**src/rtl/phaseAlignPkg.sv**
```systemverilog
package phaseAlignPkg;

  typedef struct packed {
    logic ctrlRise;
    logic memRise;
  } edgePair_t;

  typedef struct packed {
    logic up;
    logic down;
  } stepCmd_t;

  typedef enum logic [1:0] {
    PAIR_IDLE      = 2'd0,
    PAIR_WAIT_MEM  = 2'd1,
    PAIR_WAIT_CTRL = 2'd2
  } pairState_e;

endpackage

```
**src/rtl/edgeSampler.sv**
```systemverilog
module edgeSampler #(
  parameter int STAGES = 2
) (
  input  logic clk,
  input  logic rstN,
  input  logic din,
  output logic rise
);

  logic [STAGES:0] pipe;

  always_ff @(posedge clk or negedge rstN) begin
    if (!rstN) pipe <= '0;
    else       pipe <= {pipe[STAGES-1:0], din};
  end

  // rise seen between the synchronised sample and the one after it
  assign rise = pipe[STAGES-1] & ~pipe[STAGES];

endmodule

```
**src/rtl/phaseDatapath.sv**
```systemverilog
module phaseDatapath
  import phaseAlignPkg::*;
#(
  parameter int CODE_W      = 6,
  parameter int CODE_INIT   = 32,
  parameter int SYNC_STAGES = 2
) (
  input  logic              clk,
  input  logic              rstN,
  input  logic              ctrlClkIn,
  input  logic              memClkIn,
  input  stepCmd_t          cmd,
  output edgePair_t         edges,
  output logic [CODE_W-1:0] phaseCode,
  output logic              stepUp,
  output logic              stepDown
);

  localparam logic [CODE_W-1:0] CODE_MAX = {CODE_W{1'b1}};
  localparam logic [CODE_W-1:0] CODE_RST = CODE_W'(CODE_INIT);
  localparam int NUM_IN = 2;

  logic [NUM_IN-1:0] rawIn;
  logic [NUM_IN-1:0] riseVec;

  assign rawIn = {memClkIn, ctrlClkIn};

  generate
    for (genvar g = 0; g < NUM_IN; g++) begin : gSample
      edgeSampler #(.STAGES(SYNC_STAGES)) uSample (
        .clk  (clk),
        .rstN (rstN),
        .din  (rawIn[g]),
        .rise (riseVec[g])
      );
    end
  endgenerate

  assign edges = edgePair_t'{ctrlRise: riseVec[0], memRise: riseVec[1]};

  always_ff @(posedge clk or negedge rstN) begin
    if (!rstN) begin
      phaseCode <= CODE_RST;
      stepUp    <= 1'b0;
      stepDown  <= 1'b0;
    end else begin
      stepUp   <= cmd.up;
      stepDown <= cmd.down;
      if (cmd.up && phaseCode != CODE_MAX)
        phaseCode <= phaseCode + 1'b1;
      else if (cmd.down && phaseCode != '0)
        phaseCode <= phaseCode - 1'b1;
    end
  end


  step_excl_chk: assert property (@(posedge clk) disable iff (!rstN)
    !(stepUp && stepDown));


  code_hold_chk: assert property (@(posedge clk) disable iff (!rstN)
    (!stepUp && !stepDown) |-> $stable(phaseCode));


  code_ceiling_chk: assert property (@(posedge clk) disable iff (!rstN)
    (stepUp && $past(phaseCode) == CODE_MAX) |-> phaseCode == CODE_MAX);


  code_floor_chk: assert property (@(posedge clk) disable iff (!rstN)
    (stepDown && $past(phaseCode) == '0) |-> phaseCode == '0);


  up_dir_chk: assert property (@(posedge clk) disable iff (!rstN)
    stepUp |-> phaseCode >= $past(phaseCode));

endmodule

```
**src/rtl/pairControl.sv**
```systemverilog
module pairControl
  import phaseAlignPkg::*;
#(
  parameter int WINDOW     = 1,
  parameter int LOCK_COUNT = 4,
  parameter int IDLE_LIMIT = 64
) (
  input  logic      clk,
  input  logic      rstN,
  input  logic      active,
  input  edgePair_t edges,
  output stepCmd_t  cmd,
  output logic      locked
);

  localparam int IDLE_W = $clog2(IDLE_LIMIT + 1);
  localparam int LC_W   = $clog2(LOCK_COUNT + 1);
  localparam logic [IDLE_W-1:0] IDLE_MAX = IDLE_W'(IDLE_LIMIT);
  localparam logic [IDLE_W-1:0] WIN_V    = IDLE_W'(WINDOW);
  localparam logic [LC_W-1:0]   LC_MAX   = LC_W'(LOCK_COUNT);

  pairState_e        state, stateNext;
  logic [IDLE_W-1:0] sep, sepNext;
  logic [IDLE_W-1:0] ctrlIdle, memIdle;
  logic [LC_W-1:0]   goodCnt;
  logic [LC_W-1:0]   goodInc;
  logic              stalled;
  logic              decide;
  logic              inWin;
  stepCmd_t          cmdNext;

  // an input that rises this cycle is not counted as silent
  assign stalled = (ctrlIdle == IDLE_MAX && !edges.ctrlRise) ||
                   (memIdle  == IDLE_MAX && !edges.memRise);

  always_comb begin
    stateNext = state;
    sepNext   = sep;
    decide    = 1'b0;
    inWin     = 1'b0;
    cmdNext   = '0;
    if (!active || stalled) begin
      stateNext = PAIR_IDLE;
      sepNext   = '0;
    end else begin
      unique case (state)
        PAIR_IDLE: begin
          if (edges.ctrlRise && edges.memRise) begin
            decide = 1'b1;
            inWin  = 1'b1;
          end else if (edges.ctrlRise) begin
            stateNext = PAIR_WAIT_MEM;
            sepNext   = IDLE_W'(1);
          end else if (edges.memRise) begin
            stateNext = PAIR_WAIT_CTRL;
            sepNext   = IDLE_W'(1);
          end
        end
        PAIR_WAIT_MEM: begin
          if (edges.memRise) begin
            decide       = 1'b1;
            inWin        = (sep <= WIN_V);
            cmdNext.down = 1'b1;
            stateNext    = PAIR_IDLE;
            sepNext      = '0;
          end else if (edges.ctrlRise) begin
            sepNext = IDLE_W'(1);
          end else if (sep != IDLE_MAX) begin
            sepNext = sep + 1'b1;
          end
        end
        PAIR_WAIT_CTRL: begin
          if (edges.ctrlRise) begin
            decide     = 1'b1;
            inWin      = (sep <= WIN_V);
            cmdNext.up = 1'b1;
            stateNext  = PAIR_IDLE;
            sepNext    = '0;
          end else if (edges.memRise) begin
            sepNext = IDLE_W'(1);
          end else if (sep != IDLE_MAX) begin
            sepNext = sep + 1'b1;
          end
        end
        default: begin
          stateNext = PAIR_IDLE;
          sepNext   = '0;
        end
      endcase
    end
  end

  assign cmd     = cmdNext;
  assign goodInc = (goodCnt == LC_MAX) ? goodCnt : goodCnt + 1'b1;

  always_ff @(posedge clk or negedge rstN) begin
    if (!rstN) begin
      state <= PAIR_IDLE;
      sep   <= '0;
    end else begin
      state <= stateNext;
      sep   <= sepNext;
    end
  end

  always_ff @(posedge clk or negedge rstN) begin
    if (!rstN) begin
      ctrlIdle <= '0;
      memIdle  <= '0;
    end else begin
      if (!active || edges.ctrlRise) ctrlIdle <= '0;
      else if (ctrlIdle != IDLE_MAX) ctrlIdle <= ctrlIdle + 1'b1;
      if (!active || edges.memRise)  memIdle  <= '0;
      else if (memIdle != IDLE_MAX)  memIdle  <= memIdle + 1'b1;
    end
  end

  always_ff @(posedge clk or negedge rstN) begin
    if (!rstN) begin
      goodCnt <= '0;
      locked  <= 1'b0;
    end else if (!active || stalled) begin
      goodCnt <= '0;
      locked  <= 1'b0;
    end else if (decide) begin
      if (inWin) begin
        goodCnt <= goodInc;
        locked  <= (goodInc == LC_MAX);
      end else begin
        goodCnt <= '0;
        locked  <= 1'b0;
      end
    end
  end


  inactive_lock_chk: assert property (@(posedge clk) disable iff (!rstN)
    !active |=> !locked);


  inactive_cmd_chk: assert property (@(posedge clk) disable iff (!rstN)
    !active |-> (!cmd.up && !cmd.down));


  stall_lock_chk: assert property (@(posedge clk) disable iff (!rstN)
    stalled |=> !locked);


  lock_rise_chk: assert property (@(posedge clk) disable iff (!rstN)
    $rose(locked) |-> $past(decide));

endmodule

```
**src/rtl/phaseAligner.sv**
```systemverilog
module phaseAligner
  import phaseAlignPkg::*;
#(
  parameter int CODE_W      = 6,
  parameter int CODE_INIT   = 32,
  parameter int SYNC_STAGES = 2,
  parameter int WINDOW      = 1,
  parameter int LOCK_COUNT  = 4,
  parameter int IDLE_LIMIT  = 64
) (
  input  logic              clk,
  input  logic              rstN,
  input  logic              enable,
  input  logic              bypass,
  input  logic              ctrlClkIn,
  input  logic              memClkIn,
  output logic [CODE_W-1:0] phaseCode,
  output logic              stepUp,
  output logic              stepDown,
  output logic              locked
);

  edgePair_t edges;
  stepCmd_t  cmd;
  logic      active;

  assign active = enable & ~bypass;

  phaseDatapath #(
    .CODE_W      (CODE_W),
    .CODE_INIT   (CODE_INIT),
    .SYNC_STAGES (SYNC_STAGES)
  ) uPath (
    .clk       (clk),
    .rstN      (rstN),
    .ctrlClkIn (ctrlClkIn),
    .memClkIn  (memClkIn),
    .cmd       (cmd),
    .edges     (edges),
    .phaseCode (phaseCode),
    .stepUp    (stepUp),
    .stepDown  (stepDown)
  );

  pairControl #(
    .WINDOW     (WINDOW),
    .LOCK_COUNT (LOCK_COUNT),
    .IDLE_LIMIT (IDLE_LIMIT)
  ) uCtrl (
    .clk    (clk),
    .rstN   (rstN),
    .active (active),
    .edges  (edges),
    .cmd    (cmd),
    .locked (locked)
  );

endmodule

```
**config.mk**
```make
export PLATFORM = sky130hd
export DESIGN_NAME = phaseAligner
export DESIGN_NICKNAME = d
export VERILOG_FILES = /design/src/rtl/phaseAlignPkg.sv /design/src/rtl/edgeSampler.sv /design/src/rtl/phaseDatapath.sv /design/src/rtl/pairControl.sv /design/src/rtl/phaseAligner.sv
export SDC_FILE = /design/constraint.sdc
export NUM_CORES = 1
export LEC_CHECK = 0
export BUFFER_PORTS_ARGS = -buffer_cell sky130_fd_sc_hd__buf_2
export CORE_ASPECT_RATIO = 1.25
export CORE_MARGIN = 2
export CORE_UTILIZATION = 60
export DETAILED_ROUTE_END_ITERATION = 8
export PLACE_DENSITY_LB_ADDON = 0.05
export SYNTH_ARGS = -nofsm -noshare
export SYNTH_HDL_FRONTEND = slang
export SYNTH_SLANG_ARGS = --single-unit
export TNS_END_PERCENT = 30
```
**constraint.sdc**
```tcl
create_clock -name clk -period 3.6 [get_ports clk]
set_clock_uncertainty 0.2 [all_clocks]
set_input_delay 0 -clock clk [delete_from_list [all_inputs] [get_ports clk]]
set_output_delay 0 -clock clk [all_outputs]
set_load 0.05 [all_outputs]
```
==> results of run 1 <==
==> cell families after synthesis <==
group | count (synthesis) | share of synthesized area, %
AOI/OAI and AO/OA | 54 | 16.8
muxes | 4 | 1.78
adders and majority gates | 18 | 9.44
xor gates and xnor gates | 16 | 5.68
and+or+nand+nor | 91 | 21.3
DFF | 41 | 41.7
buffers and inverters | 20 | 3.35
==> final cells by class <==
class,instances,area (µm²)
fill,339,1260
inverter,19,71.3
tap,56,70.1
multi-input combinational,183,1360
clock inverter,2,37.5
clock buffer,6,82.6
sequential,41,1030
timing repair buffer,20,130
==> repair_timing <==
action	CTS	global route
resized for setup	0	1
hold buffers	6	0
endpoints found under the setup margin	0	1
endpoints found under the hold margin	56	0
==> worst max-delay path, delay by kind of cell <==
family	cells	cell delay, ns
buffers and inverters	3	1.30
AOI/OAI and AO/OA	6	1.20
and+or+nand+nor	2	0.64
adders and majority gates	1	0.33
==> synthesized netlist by cell type, drive strengths merged (2+ instances only) <==
library cell	instances
o31ai	2
o21ai	7
ha	17
a32o	2
nor3b	2
nand2	16
and3	5
a211oi	2
xnor2	10
nor2b	6
and3b	2
dfrtp	40
nor3	6
nand4	2
o211ai	2
o22ai	4
or2b	2
nor2	20
a22o	2
nor4	2
a311oi	2
o21bai	3
nand2b	5
inv	19
a21o	4
xor2	6
mux2	3
nand3	11
a21oi	16
nand3b	5
or3	3
==> registers in the layout, indices dropped and copies added (netlist names) <==
| register | count |
|---|---|
| uPath.stepUp | 1 |
| uCtrl.state | 2 |
| uCtrl.ctrlIdle | 7 |
| uCtrl.goodCnt | 3 |
| uPath.gSample.uSample.pipe | 6 |
| uPath.phaseCode | 6 |
| uCtrl.sep | 7 |
| uCtrl.locked | 1 |
| uCtrl.memIdle | 7 |
| uPath.stepDown | 1 |
==> per-stage QoR <==
step	hold slack (ns)	util, %	power [W]	worst slack, ns	cell area, µm²
2_1_floorplan	-0.496	-	0.000711	0.762	2470
3_3_place_gp	-0.0908	64.3	0.000765	0.660	2590
3_5_place_dp	-0.0903	64.3	0.000769	0.574	2590
4_1_cts	0.130	68.8	0.00116	0.186	2780
5_1_grt	0.156	68.8	0.00121	0.0271	2780
6_report	0.139	68.8	0.00115	0.148	2780
==> per-layer routing <==
metal,share of wire (%),GRT usage (%)
met1,46,28.4
met5,0,0
met4,1.7,8.27
met2,49,39.0
met3,2.6,5.43
==> power groups by stage <==
| stage | clock (W) | sequential [W] | combinational [W] |
|---|---|---|---|
| 4_1_cts | 0.000393 | 0.000521 | 0.000248 |
| 6_report | 0.000384 | 0.000522 | 0.000247 |
| 3_5_place_dp | 0 | 0.000530 | 0.000239 |
| 2_1_floorplan | 0 | 0.000581 | 0.000130 |
| 5_1_grt | 0.000414 | 0.000527 | 0.000271 |
| 3_3_place_gp | 0 | 0.000529 | 0.000236 |
==> worst max path at each step <==
stage	start	endpoint	cells after the start
global route	enable	uPath.phaseCode[5]	12
floorplan	uCtrl.memIdle[0]	uPath.phaseCode[5]	11
CTS	bypass	uPath.phaseCode[5]	12
detailed placement	uCtrl.state[0]	uPath.phaseCode[5]	11
finish	bypass	uPath.phaseCode[5]	12
global placement	uCtrl.memIdle[0]	uPath.phaseCode[5]	11
==> impl_metrics.toml, run 1 <==
[finish]
fin_nets = 294
diodes = 0
area_growth_pct = 12.5
finalNonFillerCells = 327
final_layout_size_suffix_gt1_share_pct = 15.1
final_cell_mix = "dfrtp_1, nor2_1, inv_1, ha_1, a21oi_1"
layout_commonest_cell = "dfrtp_1"

[flow_run]
max_cap_violations = 0

[synth]
synth_seq_area_share_pct = 41.7
ys_warn_count = 0
synth.top_cell.area_share_pct = 40.6
async_flop_share_pct = 100
ys_ff_latch = 41
yosys.area.top_type = "dfrtp_1"
synth_cell_types = 56
syn_nets = 268
syn_area_um2 = 2470
synthFlopType = "dfrtp_1"
synth_edf_count = 0
postSynthCellCount = 244
synth_area_leaders = "dfrtp_1, ha_1, xnor2_1, a21oi_1, nor2_1"
syn_area_per_cell_um2 = 10.1

[clock_network]
htree_levels = 2
cts_made_buffers = 5
cts_root_buffer = "clkbuf_8"
clkSinkCount = 41
cts_setup_buffers = 0
clkLatencyLatePin_ns = 0.30
cts_tree = "yes"
clockBufferDepth = 2
clk_pin_slew_ns = 0.08

[placement]
numPlacedInstances = 313
dp_hpwl_um = 3380
io_buffers = 14
gp_congestion = 0.807

[setup_path]
crit_path_cell_trace = "dlygate4sd3_1 > buf_2 > or2b_1 > dlygate4sd3_1 > a311oi_4 > o21ai_2 > ha_1 > a211oi_1 > o21bai_1 > a21o_1 > or3_1 > a211oi_2"
reg2reg_from = "uCtrl.state[0]"
worst-endpoint-required_ns = 3.62
r2r_slack_ns = 0.54
crit_arrival_ns = 3.47
cpMaxStageDelayCell = "dlygate4sd3_1"
reg2reg_to = "uPath.phaseCode[5]"
ff2ff_path_depth = 11
worstPathMaxFanout = 6
crit_path_start_kind = "primary input"
endpoint_kind = "flip-flop"
cpMostUsedCell = "dlygate4sd3_1"
worstSetupPathType = "in2reg"
crit_path_max_incr_delay_ns = 0.63

[pwr]
p_comb_share_pct = 21.4
power.leakage_nw = 1.18
p_per_area_nw_per_um2 = 415
p_int_w = 0.000802
power.net_switching_w = 0.000351
seq_power_share_pct = 45.3
irDropWorstVdd_mv = 0.365
swShare_pct = 30.4
p_clk_share_pct = 33.3

[global_routing]
antenna_found_initial = 0
gr-total-overflow = 0
grt_use_total_pct = 23.0
first_global_vias = 1743
grt_max_degree = 42
grt_pass1_wl_um = 7850

[sta]
period_needed_ns = 3.45
post-route-period-util_pct = 95.9
worst_slew_pin_slew_ns = 0.900
grt_setup_unrepaired = "false"
maxSlewViolCount = 0
setup_viol = 0
slew_headroom_pct = 40.0
max_freq_ghz = 0.290
tns_ns = 0
hold_viol = 0

[floorplanning]
start_util_pct = 61.1
die_area_um2 = 4640
rows = 26
die_y_um = 75.7
die_w_um = 61.3
pin_count = 15
core_um2 = 4030

[min_path]
holdPathStages = 2
hp-class = "in2reg"
hold_start = "ctrlClkIn"
worst_hold_path.endpoint = "uPath.gSample[0].uSample.pipe[0]"

[route]
wirelength_um = 4740
postRouteAntennaNets = 0
via_per_inst = 5.61
drt_iter0_drc = 83
dr.pass1.iters = 4
drc = 0
avgRoutedWirePerCell_um = 14.5
routed-via-count = 1836

[status]
outcome = "finished, final reports clean"
(Power assumes the default switching activity.)
==> run 2: changes to the inputs <==
--- a/config.mk
+++ b/config.mk
@@ -11,6 +11,7 @@
 export CORE_UTILIZATION = 60
 export DETAILED_ROUTE_END_ITERATION = 8
 export PLACE_DENSITY_LB_ADDON = 0.05
+export RECOVER_POWER = 100
 export SYNTH_ARGS = -nofsm -noshare
 export SYNTH_HDL_FRONTEND = slang
 export SYNTH_SLANG_ARGS = --single-unit
==> run 2 against run 1 <==
Effect of this change:
- the flow now finishes with violations (capacitance limit, slew limit)
- sequential power about the same
- total power decreased by 0.90%
- count of clock-buffer cells in the layout unchanged
- global-route usage unchanged
- non-clock buffer count unchanged
- final cell count unchanged
- largest cell class unchanged
==> impl_metrics.toml, run 2 (synthesis results as in run 1) <==
[finish]
regArea_um2 = 1030
finalNonFillerCells = 327
area_growth_pct = 10.5
diodes = 0
final_cell_mix = "dfrtp_1, nor2_1, inv_1, ha_1"
final_core_util_pct = 67.5
fin_nets = 294
top_regs = "uCtrl.ctrlIdle: 7 flops, uCtrl.memIdle: 7 flops, uCtrl.sep: 7 flops"
multi_input_area_um2 = 1320
fillerInstances = 356
layout_commonest_cell = "dfrtp_1"
final_layout_size_suffix_gt1_share_pct = 8.12

[pwr]
p_clk_share_pct = 33.5
power.leakage_nw = 1.14
swShare_pct = 30.4
p_int_w = 0.000795
p_per_area_nw_per_um2 = 419
seq_power_share_pct = 45.7
irDropWorstVdd_mv = 0.364
p_comb_share_pct = 20.7
power.net_switching_w = 0.000348
power.total_w = 0.00114

[setup_path]
worstSetupPathType = "in2reg"
crit_arrival_ns = 3.45
endpoint_kind = "flip-flop"
worstPathMaxFanout = 6
crit_path_start_kind = "primary input"
ff2ff_path_depth = 11
worst-endpoint-required_ns = 3.61

[min_path]
holdPathStages = 2
hp-class = "in2reg"

[floorplanning]
pin_count = 15
start_util_pct = 61.1
core_um2 = 4030
die_area_um2 = 4640
rows = 26
die_y_um = 75.7
die_w_um = 61.3

[clock_network]
clkSinkCount = 41
clockBufferDepth = 2
cts_root_buffer = "clkbuf_8"
clkLatencyLatePin_ns = 0.29
cts_made_buffers = 5
cts_tree = "yes"
clk_pin_slew_ns = 0.08
cts_setup_buffers = 0
htree_levels = 2

[placement]
gp_congestion = 0.807
dp_hpwl_um = 3380
dp_worst_setup_slack_ns = 0.574
numPlacedInstances = 313
io_buffers = 14

[global_routing]
gr-total-overflow = 0
grt_pass1_wl_um = 7850
antenna_found_initial = 0
grt_use_total_pct = 23.0
first_global_vias = 1743
grt_max_degree = 42

[route]
postRouteAntennaNets = 0
drc = 0
avgRoutedWirePerCell_um = 14.4
routed-via-count = 1848
drt_iter0_drc = 100
wirelength_um = 4710
via_per_inst = 5.65
dr.pass1.iters = 4

[status]
violations = "capacitance limit, slew limit"
outcome = "finished with violations"

[flow_run]
max_cap_violations = 1

[sta]
period_needed_ns = 3.44
post-route-period-util_pct = 95.6
tns_ns = 0
max_freq_ghz = 0.291
maxSlewViolCount = 42
hold_viol = 0
setup_viol = 0
setup_slack_ns = 0.158
slew_headroom_pct = -43.3
grt_setup_unrepaired = "false"
worst_slew_pin_slew_ns = 2.15
==> run 2: cell types whose count changed in the layout (fill, tap and decap cells not counted), sizes merged <==
cell	before	now
buf	14	4
clkbuf	6	16
==> run 2: final cells by class <==
class,count,area share (%)
flip-flops and latches,41,37.7
multi-input cells,183,48.4
repair buffers,20,4.32
inverters,19,2.62
well taps,56,2.57
clock inverters,2,1.38
clock buffers,6,3.03
==> run 2: layer usage <==
layer	global-route usage, %	vias to the layer above	routed length, µm
li1	-	930	-
met1	28.4	891	2160
met2	39.0	21	2370
met3	5.43	6	121
met4	8.27	0	61
met5	0	-	0
==> run 2: repair_timing <==
| action | 4_1_cts | 5_1_grt |
|---|---|---|
| resized for setup | 0 | 1 |
| endpoints found under the hold margin | 56 | 0 |
| hold buffers | 6 | 0 |
| setup endpoints to repair | 0 | 1 |
==> run 2: per-stage QoR <==
step,hold WS [ns],area [µm²]
floorplan,-0.496,2470
global placement,-0.0908,2590
detailed placement,-0.0903,2590
CTS,0.130,2780
global route,0.156,2720
finish,0.143,2720
==> run 2: power by group through the flow <==
stage / Sequential [W] / Combinational [W] / Clock, W
after CTS: 0.000521 / 0.000248 / 0.000393
after floorplan: 0.000581 / 0.000130 / 0
after global routing: 0.000528 / 0.000262 / 0.000414
after detailed placement: 0.000530 / 0.000239 / 0
after global placement: 0.000529 / 0.000236 / 0
final: 0.000522 / 0.000237 / 0.000383
==> run 2: worst paths after layout <==
check,startpoint,endpoint,slack [ns]
max,bypass,uPath.phaseCode[5],0.16
min reg2reg,uPath.gSample[1].uSample.pipe[0],uPath.gSample[1].uSample.pipe[1],0.15
max reg2reg,uCtrl.memIdle[0],uPath.phaseCode[5],0.50
min in group asynchronous,rstN,uCtrl.memIdle[2],0.66
min,ctrlClkIn,uPath.gSample[0].uSample.pipe[0],0.14
max in group asynchronous,rstN,uPath.phaseCode[2],1.29
==> run 2: critical path: stages <==
cell           delay, ns
dlygate4sd3_1       0.54
buf_2               0.13
or2b_1              0.26
dlygate4sd3_1       0.63
a311oi_4            0.31
o21ai_2             0.15
ha_1                0.33
a211oi_1            0.21
o21bai_1            0.10
a21o_1              0.21
or3_1               0.35
a211oi_1            0.21
==> run 3: changes to the inputs <==
--- a/config.mk
+++ b/config.mk
@@ -6,7 +6,7 @@
 export NUM_CORES = 1
 export LEC_CHECK = 0
 export BUFFER_PORTS_ARGS = -buffer_cell sky130_fd_sc_hd__buf_2
-export CORE_ASPECT_RATIO = 1.25
+export CORE_ASPECT_RATIO = 0.8
 export CORE_MARGIN = 2
 export CORE_UTILIZATION = 60
 export DETAILED_ROUTE_END_ITERATION = 8
==> run 3 against run 2 <==
Effect of this change:
- the flow still finishes with violations (capacitance limit, slew limit)
- sequential share of layout area grew 0.26 points
- non-clock buffer count down 1
- design area fell by 0.69%
- routed wire length down 3.5%
- via count did not move
- combinational power is essentially flat
- clock power is 3% lower
- sequential power barely moved
- count of clock-buffer cells in the layout shrank 1
- critical path type unchanged
- largest cell class unchanged
- highest routed layer unchanged
==> impl_metrics.toml, run 3 (synthesis results as in run 1) <==
[status]
outcome = "finished with violations"
violations = "capacitance limit, slew limit"

[finish]
regArea_um2 = 1030
final_layout_size_suffix_gt1_share_pct = 8.15
top_regs = "uCtrl.ctrlIdle: 7 flops, uCtrl.memIdle: 7 flops, uCtrl.sep: 7 flops"
fillerInstances = 311
multi_input_area_um2 = 1320
final_cell_mix = "dfrtp_1, nor2_1, inv_1, ha_1"
layout_commonest_cell = "dfrtp_1"
area_growth_pct = 9.69
finalNonFillerCells = 325
diodes = 0
fin_nets = 293

[sta]
post-route-period-util_pct = 94.1
tns_ns = 0
grt_setup_unrepaired = "false"
max_freq_ghz = 0.295
period_needed_ns = 3.39
hold_ws_ns = 0.0125
setup_viol = 0
slew_headroom_pct = -41.5
maxSlewViolCount = 42
hold_viol = 0
worst_slew_pin_slew_ns = 2.12

[setup_path]
endpoint_kind = "flip-flop"
worstPathMaxFanout = 6
crit_path_start_kind = "primary input"
crit_arrival_ns = 3.40
worst-endpoint-required_ns = 3.61
worstSetupPathType = "in2reg"
r2r_slack_ns = 0.49

[route]
met3_length_um = 144
postRouteAntennaNets = 0
wl_met2_um = 1930
highest_layer = "met4"
avgRoutedWirePerCell_um = 14.0
via_per_inst = 5.69
drc = 0
routed-via-count = 1848
drt_iter0_drc = 123
wirelength_um = 4550
wl_met1_um = 2410
dr.pass1.iters = 4

[clock_network]
clkLatencyLatePin_ns = 0.30
clockBufferDepth = 2
htree_levels = 2
ctsResizeCount = 0
cts_made_buffers = 5
cts_tree = "yes"
clkSinkCount = 41
clk_pin_slew_ns = 0.08
cts_root_buffer = "clkbuf_8"

[pwr]
p_clk_share_pct = 32.9
power.leakage_nw = 1.13
swShare_pct = 31.3
p_int_w = 0.000776
power.net_switching_w = 0.000353
seq_power_share_pct = 46.2
irDropWorstVdd_mv = 0.324
p_comb_share_pct = 20.9
p_per_area_nw_per_um2 = 417

[floorplanning]
core_um2 = 3880
die_y_um = 61.3
die_area_um2 = 4640
die_w_um = 75.7
pin_count = 15
start_util_pct = 63.6
rows = 20

[global_routing]
antenna_found_initial = 0
gr-total-overflow = 0
grt_use_total_pct = 22.4
first_global_vias = 1646
grt_pass1_wl_um = 7690
grt_max_degree = 42

[flow_run]
max_cap_violations = 1

[placement]
io_buffers = 14
dp_hpwl_um = 3340
numPlacedInstances = 312
gp_congestion = 0.807

[min_path]
hp-class = "in2reg"
-- run 3: metrics by stage --
step | util, % | setup WS, ns | instance area, µm² | power, W
6_report | 69.7 | 0.211 | 2710 | 0.00113
5_1_grt | 69.7 | 0.109 | 2710 | 0.00119
4_1_cts | 71.1 | 0.221 | 2760 | 0.00115
3_5_place_dp | 66.9 | 0.569 | 2590 | 0.000770
3_3_place_gp | 66.9 | 0.655 | 2590 | 0.000765
2_1_floorplan | - | 0.762 | 2470 | 0.000711
-- run 3: what timing repair did --
item	in CTS	in global routing
endpoints found under the hold margin	55	0
hold buffers	5	0
buffers inserted	0	0
-- run 3: path summary, 6_finish.rpt --
kind / endpoint / start / cells after the start
max: uPath.phaseCode[5] / bypass / 12
min: uCtrl.ctrlIdle[5] / enable / 4
max reg2reg: uPath.phaseCode[5] / uCtrl.memIdle[0] / 11
min reg2reg: uPath.gSample[1].uSample.pipe[1] / uPath.gSample[1].uSample.pipe[0] / 0
max in group asynchronous: uCtrl.ctrlIdle[4] / rstN / 2
min in group asynchronous: uCtrl.memIdle[5] / rstN / 2
-- run 3: per-layer routing --
| metal | up-vias | GRT usage, % |
|---|---|---|
| met3 | 7 | 6.87 |
| li1 | 921 | - |
| met2 | 35 | 30.3 |
| met4 | 0 | 6.27 |
| met5 | - | 0 |
| met1 | 885 | 34.7 |
-- run 3: area by class of cell --
cell class	instances	area share [%]
well taps	55	2.54
clock inverters	3	1.62
multi-input cells	183	48.8
flip-flops and latches	41	38.0
inverters	19	2.64
repair buffers	19	3.93
clock buffers	5	2.54
-- run 3: power by group through the flow --
| stage | sequential (W) | combinational (W) | clock [W] |
|---|---|---|---|
| after floorplan | 0.000581 | 0.000130 | 0 |
| after global placement | 0.000529 | 0.000237 | 0 |
| after detailed placement | 0.000528 | 0.000242 | 0 |
| after CTS | 0.000520 | 0.000247 | 0.000379 |
| after global routing | 0.000529 | 0.000261 | 0.000398 |
| final | 0.000521 | 0.000236 | 0.000371 |
-- run 3: critical path, cell delays in order --
cell           delay, ns
dlygate4sd3_1       0.54
clkbuf_1            0.13
or2b_1              0.24
dlygate4sd3_1       0.61
a311oi_4            0.30
o21ai_2             0.16
ha_1                0.31
a211oi_1            0.20
o21bai_1            0.11
a21o_1              0.21
or3_1               0.35
a211oi_1            0.22
